==> src/rtl/dfp_pkg.sv <==
`timescale 1ns/1ps
package dfp_pkg;

  // Qualification window in cycles, rounded up so a pulse is never
  // accepted below the window; at least one cycle.
  function automatic int unsigned qual_cycles(input longint unsigned clk_hz,
                                              input longint unsigned win_ns);
    longint unsigned prod;
    longint unsigned cyc;
    prod = clk_hz * win_ns;
    cyc  = (prod + 64'd999_999_999) / 64'd1_000_000_000;
    if (cyc == 0) cyc = 1;
    return int'(cyc);
  endfunction

  function automatic int unsigned cnt_width(input int unsigned limit);
    return (limit < 2) ? 1 : $clog2(limit + 1);
  endfunction

endpackage

==> src/rtl/dfp_sync2.sv <==
`timescale 1ns/1ps
module dfp_sync2 #(
  parameter logic RST_VAL = 1'b1
) (
  input  logic clk,
  input  logic rst_n,
  input  logic d_i,
  output logic q_o
);

  logic [1:0] stage_q;

  always_ff @(posedge clk or negedge rst_n) begin
    if (!rst_n) stage_q <= {2{RST_VAL}};
    else        stage_q <= {stage_q[0], d_i};
  end

  assign q_o = stage_q[1];

endmodule

==> src/rtl/dfp_oc_chan.sv <==
`timescale 1ns/1ps
module dfp_oc_chan #(
  parameter int unsigned QUAL  = 500,
  parameter int unsigned CNT_W = 9
) (
  input  logic clk,
  input  logic rst_n,
  input  logic sense_i,
  input  logic clr_i,
  output logic qual_hit_o,
  output logic fault_o
);

  localparam logic [CNT_W-1:0] LAST = CNT_W'(QUAL - 1);
  localparam logic [CNT_W-1:0] SAT  = CNT_W'(QUAL);

  logic [CNT_W-1:0] run_q;
  logic             fault_q;

  // Sense seen high on QUAL consecutive edges counting this one.
  assign qual_hit_o = sense_i && (run_q >= LAST);

  always_ff @(posedge clk or negedge rst_n) begin
    if (!rst_n)          run_q <= '0;
    else if (!sense_i)   run_q <= '0;
    else if (run_q != SAT) run_q <= run_q + 1'b1;
  end

  always_ff @(posedge clk or negedge rst_n) begin
    if (!rst_n)          fault_q <= 1'b0;
    else if (clr_i)      fault_q <= 1'b0;
    else if (qual_hit_o) fault_q <= 1'b1;
  end

  assign fault_o = fault_q;

endmodule

==> src/rtl/drv_fault_ctrl.sv <==
`timescale 1ns/1ps
module drv_fault_ctrl #(
  parameter int unsigned NUM_CH = 8,
  parameter longint unsigned CLK_HZ = 250_000_000,
  parameter longint unsigned QUAL_NS = 2000
) (
  input  logic              clk,
  input  logic              rst_n,
  input  logic [NUM_CH-1:0] oc_sense_i,
  input  logic              therm_i,
  input  logic              uvlo_i,
  input  logic              en_rst_i,
  output logic [NUM_CH-1:0] inhibit_o
);

  import dfp_pkg::*;

  localparam int unsigned QUAL  = qual_cycles(CLK_HZ, QUAL_NS);
  localparam int unsigned CNT_W = cnt_width(QUAL);

  // Named internal events for the checker.
  logic              therm_s;
  logic              uvlo_s;
  logic [NUM_CH-1:0] qual_hit;
  logic [NUM_CH-1:0] fault_q;
  logic              global_off;

  dfp_sync2 #(.RST_VAL(1'b1)) u_therm_sync (
    .clk(clk), .rst_n(rst_n), .d_i(therm_i), .q_o(therm_s)
  );

  dfp_sync2 #(.RST_VAL(1'b1)) u_uvlo_sync (
    .clk(clk), .rst_n(rst_n), .d_i(uvlo_i), .q_o(uvlo_s)
  );

  genvar ch;
  generate
    for (ch = 0; ch < NUM_CH; ch++) begin : g_ch
      dfp_oc_chan #(.QUAL(QUAL), .CNT_W(CNT_W)) u_chan (
        .clk       (clk),
        .rst_n     (rst_n),
        .sense_i   (oc_sense_i[ch]),
        .clr_i     (en_rst_i),
        .qual_hit_o(qual_hit[ch]),
        .fault_o   (fault_q[ch])
      );
    end
  endgenerate

  assign global_off = therm_s | uvlo_s;
  assign inhibit_o  = fault_q | {NUM_CH{global_off}};

endmodule

==> config.mk <==
export PLATFORM = sky130hd
export DESIGN_NAME = drv_fault_ctrl
export DESIGN_NICKNAME = d
export VERILOG_FILES = /design/src/rtl/dfp_pkg.sv /design/src/rtl/dfp_sync2.sv /design/src/rtl/dfp_oc_chan.sv /design/src/rtl/drv_fault_ctrl.sv
export SDC_FILE = /design/constraint.sdc
export NUM_CORES = 1
export LEC_CHECK = 0
export BUFFER_PORTS_ARGS = -buffer_cell sky130_fd_sc_hd__clkbuf_2
export CORE_UTILIZATION = 65
export DETAILED_ROUTE_END_ITERATION = 10
export HOLD_SLACK_MARGIN = 0.02
export PLACE_DENSITY = 0.92
export SLEW_MARGIN = 20
export SYNTH_ARGS = -nofsm -noshare
export SYNTH_HDL_FRONTEND = slang
export SYNTH_SLANG_ARGS = --single-unit
==> constraint.sdc <==
create_clock -name clk -period 2.2 [get_ports clk]
set_input_delay 0.44 -clock clk [delete_from_list [all_inputs] [get_ports clk]]
set_output_delay 0.44 -clock clk [all_outputs]
set_load 0.01 [all_outputs]
# Yosys cells after proc, flatten, opt, wreduce, memory -nomap -nowiden
# Cells that the tools add are included.
# Widths: inputs -> output; s select.
[op_classes]
add_sub_neg = 8
n_lt_le_gt_ge = 8
n_eq_ne = 16
muxes = 32
bitwise = 2
reduce_logical = 16
[ops]
columns = ["cell", "count"]
rows = [
  ["$mux 9", 16],
  ["$add 9x1->9 const B", 8],
  ["$ge 9x9->1 const B", 8],
  ["$ne 9x9->1 const B", 8],
  ["$mux 1", 16],
  ["$ne 2x1->1 const B", 8],
  ["$reduce_bool 2->1", 8],
  ["$logic_and 1x1->1", 8],
  ["$or 8x8->8", 1],
  ["$or 1x1->1", 1],
]
[word_totals]
ff_bits = 84
input_bits = 13
output_inout_bits = 8
word_cells = 100

# Depth between registers and ports, before layout
[logic_depth]
word_depth = 4
depth_mapped = 5
mapped_depth_nobuf = 5

# Hierarchy
# Synthesis repeated with hierarchy kept, for this count alone.
[unflattened]
cells_unflattened = 460
hier_area_um2 = 4499.3
[by_module_without_submodules]
columns = ["module", "instances", "cells_each", "area_per_inst_um2", "seq_area_each_um2"]
rows = [
  ["dfp_oc_chan", 8, 56, 543.0, 250.2],
  ["dfp_sync2", 2, 2, 52.6, 52.6],
  ["drv_fault_ctrl", 1, 8, 50.0, 0.0],
]

# Least setup slack after synthesis
# OpenSTA, ideal clock, no wires.
[synth_timing]
path_type = "reg2reg"
startpoint = "reg g_ch[5].u_chan.run_q[0]"
endpoint = "reg g_ch[5].u_chan.run_q[8]"
setup_time_ps = 83
arrival_ps = 1263
required_ps = 2117
path_slack_ps = 854
path_stages_with_launch = 5
path_buffers = 0
period_less_slack_ps = 1346
path_cell_list = "dfrtp_1 ha_1 nand3_1 or4b_1 o21ai_0"
[synth_via]
elab_chain_cells = 3
elab_cells_between_ends = 5
cone_classes = "1 x add/sub; 2 x eq/ne; 2 x mux"
[synth_lines]
columns = ["item", "line_no", "source"]
rows = [
  ["from (decl)", "dfp_oc_chan.sv:17", "logic [CNT_W-1:0] run_q;"],
  ["from (signal assigned)", "dfp_oc_chan.sv:26", "else if (run_q != SAT) run_q <= run_q + 1'b1;"],
  ["$add 9x1->9", "dfp_oc_chan.sv:26", ""],
  ["$mux 9", "dfp_oc_chan.sv:26", ""],
  ["$mux 9", "dfp_oc_chan.sv:25", "else if (!sense_i) run_q <= '0;"],
]
# Parallel ways exist; a longest one is shown, timed or not. The select of a mux whose other input is x is not followed.
# A chain may end at the register's enable or synchronous reset.

# Final worst setup path
[layout_timing]
startpoint = "reg u_uvlo_sync.stage_q[1]"
endpoint = "out inhibit_o[5]"
[layout_via]
elab_chain_cells = 2
[layout_lines]
columns = ["item", "line_no", "source"]
rows = [
  ["from (decl)", "dfp_sync2.sv:11", "logic [1:0] stage_q;"],
  ["from (signal assigned)", "dfp_sync2.sv:14", "if (!rst_n) stage_q <= {2{RST_VAL}};"],
  ["from (signal assigned)", "dfp_sync2.sv:15", "else stage_q <= {stage_q[0], d_i};"],
  ["$or 1x1->1", "drv_fault_ctrl.sv:50", "assign global_off = therm_s | uvlo_s;"],
  ["$or 8x8->8", "drv_fault_ctrl.sv:51", "assign inhibit_o = fault_q | {NUM_CH{global_off}};"],
  ["to (decl)", "drv_fault_ctrl.sv:13", "output logic [NUM_CH-1:0] inhibit_o"],
]
# No other way between the ends.

==> impl_summary.log <==
[metrics] Resized cells post-CTS: 0
[metrics] antenna diode count: 0
[metrics] final cycle utilization of the critical path: 79.9%
[metrics] count of distinct cell types in the synthesized netlist: 50
[metrics] leading area contributor after synthesis: sky130_fd_sc_hd__dfrtp_1
[metrics] Filler Cell Count: approximately 430
[metrics] hold buffer count at CTS: 1
[metrics] antenna violations before repair: 0
[metrics] number of synthesized flops with an enable pin: 0
[metrics] total die area: 7110 um2
[metrics] Cell Int Power: 0.00220 W
[metrics] Yosys Warn Count: 0
[metrics] Fmax: ~570 MHz
[metrics] Floorplan Core Area: 6460 um2
[metrics] Rows: 29
[metrics] total count of max-transition violations in the final report: 0
[metrics] Tmin final: 1.76 ns
[metrics] max_slew headroom: a little over three fifths
[metrics] drt via density: about 6.3
[metrics] via count of the first global-routing pass: 3509
[metrics] number of hold violations in the final report: 0
[metrics] violated checks: design-rule violations
[metrics] 1st-iter DRT viols: approximately 270
[metrics] Async SR Flop Fraction: 100%
[metrics] CTS clock-pin slew for the worst setup and hold paths: approximately 0.08 ns
[metrics] R2R Path Start: g_ch[3].u_chan.run_q[0]
[metrics] pwr/cell area: 615 nW/um2
[metrics] clock skew after layout: 0.0126 ns
[metrics] netlist area before placement: 4410 um2
[metrics] data arrival time of the worst path: ~1.3 ns
[metrics] flip-flop cell with the highest count after synthesis: sky130_fd_sc_hd__dfrtp_1
[metrics] number of buffers added on ports: 20
[metrics] largest fanout on the critical path: 8
[metrics] Pre-Repair DR Iteration Count: 8
[metrics] setup violators final: 0
[metrics] GR Overflow Total: 0
[metrics] DPL Wire Length: 5900 um
[metrics] average wire length per cell after detail routing: 15.4 um
[metrics] number of I/O pins: 21
[metrics] number of nets in the layout: 510
[metrics] kind of end point of the critical path: output port
[metrics] die boundary height: 84.3 um
[metrics] number of clock buffers inserted by TritonCTS: 9
[metrics] RSZ-0062 raised after global routing: no
[metrics] top-count cell post-synth: sky130_fd_sc_hd__dfrtp_1
[metrics] setup repair bufs after CTS: 0
[metrics] post-synthesis sequential area ratio: 47.8%
[metrics] count of unresolved DRC violations after routing: 2
[metrics] endpoint required time on the critical path: 1.76 ns
[metrics] post-placement setup slack: 0.720 ns
[metrics] relative contribution of combinational cells to total power: under 10%
[metrics] Syn Area/Cell: 9.71 um2
[metrics] Post-Syn Nets: roughly 480
[metrics] CTS tree: yes
[metrics] wire length of the first global-routing pass: 15400 um
[metrics] sw power: between 0.0007 and 0.0008 W
[metrics] status: finished with violations
[metrics] type of the most critical hold path: in -> reg
[metrics] CP Class: reg -> out
[metrics] fraction of power consumed by sequential logic: ~55%
[metrics] initial cell density of the core: between 60% and 70%
[metrics] horizontal die dimension: 84.3 um
[metrics] number of max-cap violations: 0
[metrics] sum of negative setup slack: 0 ns
[metrics] net switching fraction of the power: about a quarter
[metrics] Area Overhead vs Synth: 9.23%
[metrics] Worst Slack Setup Final: 0.443 ns
[metrics] synth cell count leaders: sky130_fd_sc_hd__dfrtp_1 (80), sky130_fd_sc_hd__nand2_1 (50), sky130_fd_sc_hd__o21ai_0 (34)
[metrics] routability-driven placement congestion ratio: 0.893
[metrics] GRT Resource Usage Total: 26.7%
[metrics] maximum number of pins on one net before global-route repair: 59
[metrics] fraction of layout instances using a drive strength above 1: 10.5%
[metrics] number of buffers on the longest clock path: 2
[metrics] total wirelength of the detailed-routed design: 8690 um
[metrics] startpoint of the worst hold path: uvlo_i
[metrics] Worst VDD drop: roughly 310 uV
[metrics] share of total power in the clock network: a little under two fifths
[metrics] Num Clock Sinks: 84
[metrics] FF+latch count, synth: 84
[metrics] deepest level of the CTS H-tree: 3
[metrics] root buffer cell: sky130_fd_sc_hd__clkbuf_8
[metrics] insertion delay to the later sink of the worst-skew pair: 0.35 ns
[metrics] reported leakage power: 2.15 nW
[metrics] Synth Instances: 454
[metrics] Synth top area share: 45.4%
[metrics] Worst Tran Pin Value: 0.537 ns
[metrics] Final ANT Viol Nets: 0
[metrics] vias after detailed routing: 3542
[metrics] element type at the critical path start: register
[metrics] worst setup path startpoint: u_uvlo_sync.stage_q[1]
[metrics] top cells by area, synth: sky130_fd_sc_hd__dfrtp_1 (45%), sky130_fd_sc_hd__or3_1 (4.7%), sky130_fd_sc_hd__ha_1 (4.5%)
## cells by family after synthesis
family / count (synthesis) / synth area share (%)
xor gates and xnor gates: 11 / 2.19
muxes: 17 / 3.86
buffers and inverters: 39 / 3.35
adders and majority gates: 16 / 4.54
and+or+nand+nor: 192 / 24.8
AOI/OAI and AO/OA: 95 / 13.5
DFF: 84 / 47.8
## through the flow
| stage | util (%) | total power, W | cell area (um2) | std cells | hold WS (ns) |
|---|---|---|---|---|---|
| floorplan | - | 0.00178 | 4410 | 454 | 0.144 |
| global placement | 71.3 | 0.00187 | 4600 | 546 | 0.346 |
| detailed placement | 71.3 | 0.00188 | 4600 | 546 | 0.348 |
| CTS | 74.5 | 0.00298 | 4810 | 563 | 0.156 |
| global route | 74.5 | 0.00308 | 4810 | 563 | 0.161 |
| finish | 74.5 | 0.00296 | 4810 | 563 | 0.166 |
## placed cells by master (no fill, tap or decap), types with 9 or more instances in the layout
| cell | netlist | layout |
|---|---|---|
| sky130_fd_sc_hd__or3_1 | 33 | 33 |
| sky130_fd_sc_hd__dfrtp_1 | 80 | 80 |
| sky130_fd_sc_hd__nor2_1 | 11 | 11 |
| sky130_fd_sc_hd__inv_1 | 33 | 33 |
| sky130_fd_sc_hd__nand2b_1 | 11 | 11 |
| sky130_fd_sc_hd__nand2_1 | 50 | 50 |
| sky130_fd_sc_hd__clkbuf_2 | 1 | 19 |
| sky130_fd_sc_hd__mux2i_1 | 17 | 17 |
| sky130_fd_sc_hd__ha_1 | 16 | 16 |
| sky130_fd_sc_hd__a21oi_1 | 23 | 23 |
| sky130_fd_sc_hd__and3_1 | 15 | 15 |
| sky130_fd_sc_hd__o21ai_0 | 34 | 34 |
| sky130_fd_sc_hd__nand3_1 | 25 | 25 |
| sky130_fd_sc_hd__clkbuf_8 | 0 | 9 |
| sky130_fd_sc_hd__nand4_1 | 10 | 10 |
## worst paths after layout
| path | slack [ns] | endpoint | depth (start not counted) |
|---|---|---|---|
| setup / recovery | 0.44 | inhibit_o[5] | 2 |
| hold / removal | 0.17 | u_uvlo_sync.stage_q[0] | 1 |
| setup reg to reg | 0.60 | g_ch[3].u_chan.fault_o | 4 |
| hold reg to reg | 0.36 | u_uvlo_sync.stage_q[1] | 0 |
| max in group asynchronous | 1.01 | u_uvlo_sync.stage_q[0] | 3 |
| min in group asynchronous | 0.53 | g_ch[2].u_chan.run_q[2] | 2 |
## state kept, by name (all words and copies together) (netlist names)
register / count
g_ch.u_chan.run_q: 72
u_therm_sync.stage_q: 2
u_uvlo_sync.stage_q: 2
g_ch.u_chan.fault_o: 8
## layout make-up
| type | instances | area, um2 | area share, % |
|---|---|---|---|
| Sequential cell | 84 | 2110 | 43.8 |
| Clock inverter | 7 | 77.6 | 1.61 |
| Tap cell | 77 | 96.3 | 2.00 |
| Inverter | 33 | 124 | 2.57 |
| Timing Repair Buffer | 22 | 133 | 2.76 |
| Clock buffer | 9 | 124 | 2.57 |
| Multi-Input combinational cell | 331 | 2150 | 44.7 |
## worst max-delay path: stages, from the launching register on
cell and delay (ns):
sky130_fd_sc_hd__dfstp_2 0.41, sky130_fd_sc_hd__or3_1 0.42, sky130_fd_sc_hd__clkbuf_2 0.15
## routing by layer
layer / share of wire, % / up-vias / track usage (%) / wire [um]
met4: 1.9 / 0 / 11.1 / 167
met2: 50 / 80 / 45.4 / 4330
met5: 0 / - / 0 / 0
met1: 45 / 1733 / 34.3 / 3870
met3: 3.7 / 17 / 4.72 / 321
li1: - / 1712 / - / -
## power groups by stage
stage / combinational (W) / sequential (W) / clock, W
6_report: 0.000217 / 0.00164 / 0.00110
5_1_grt: 0.000251 / 0.00165 / 0.00119
4_1_cts: 0.000220 / 0.00164 / 0.00112
3_5_place_dp: 0.000216 / 0.00167 / 0
3_3_place_gp: 0.000205 / 0.00166 / 0
2_1_floorplan: 0.000129 / 0.00165 / 0
Note: power is estimated with default switching activity, not from simulation.
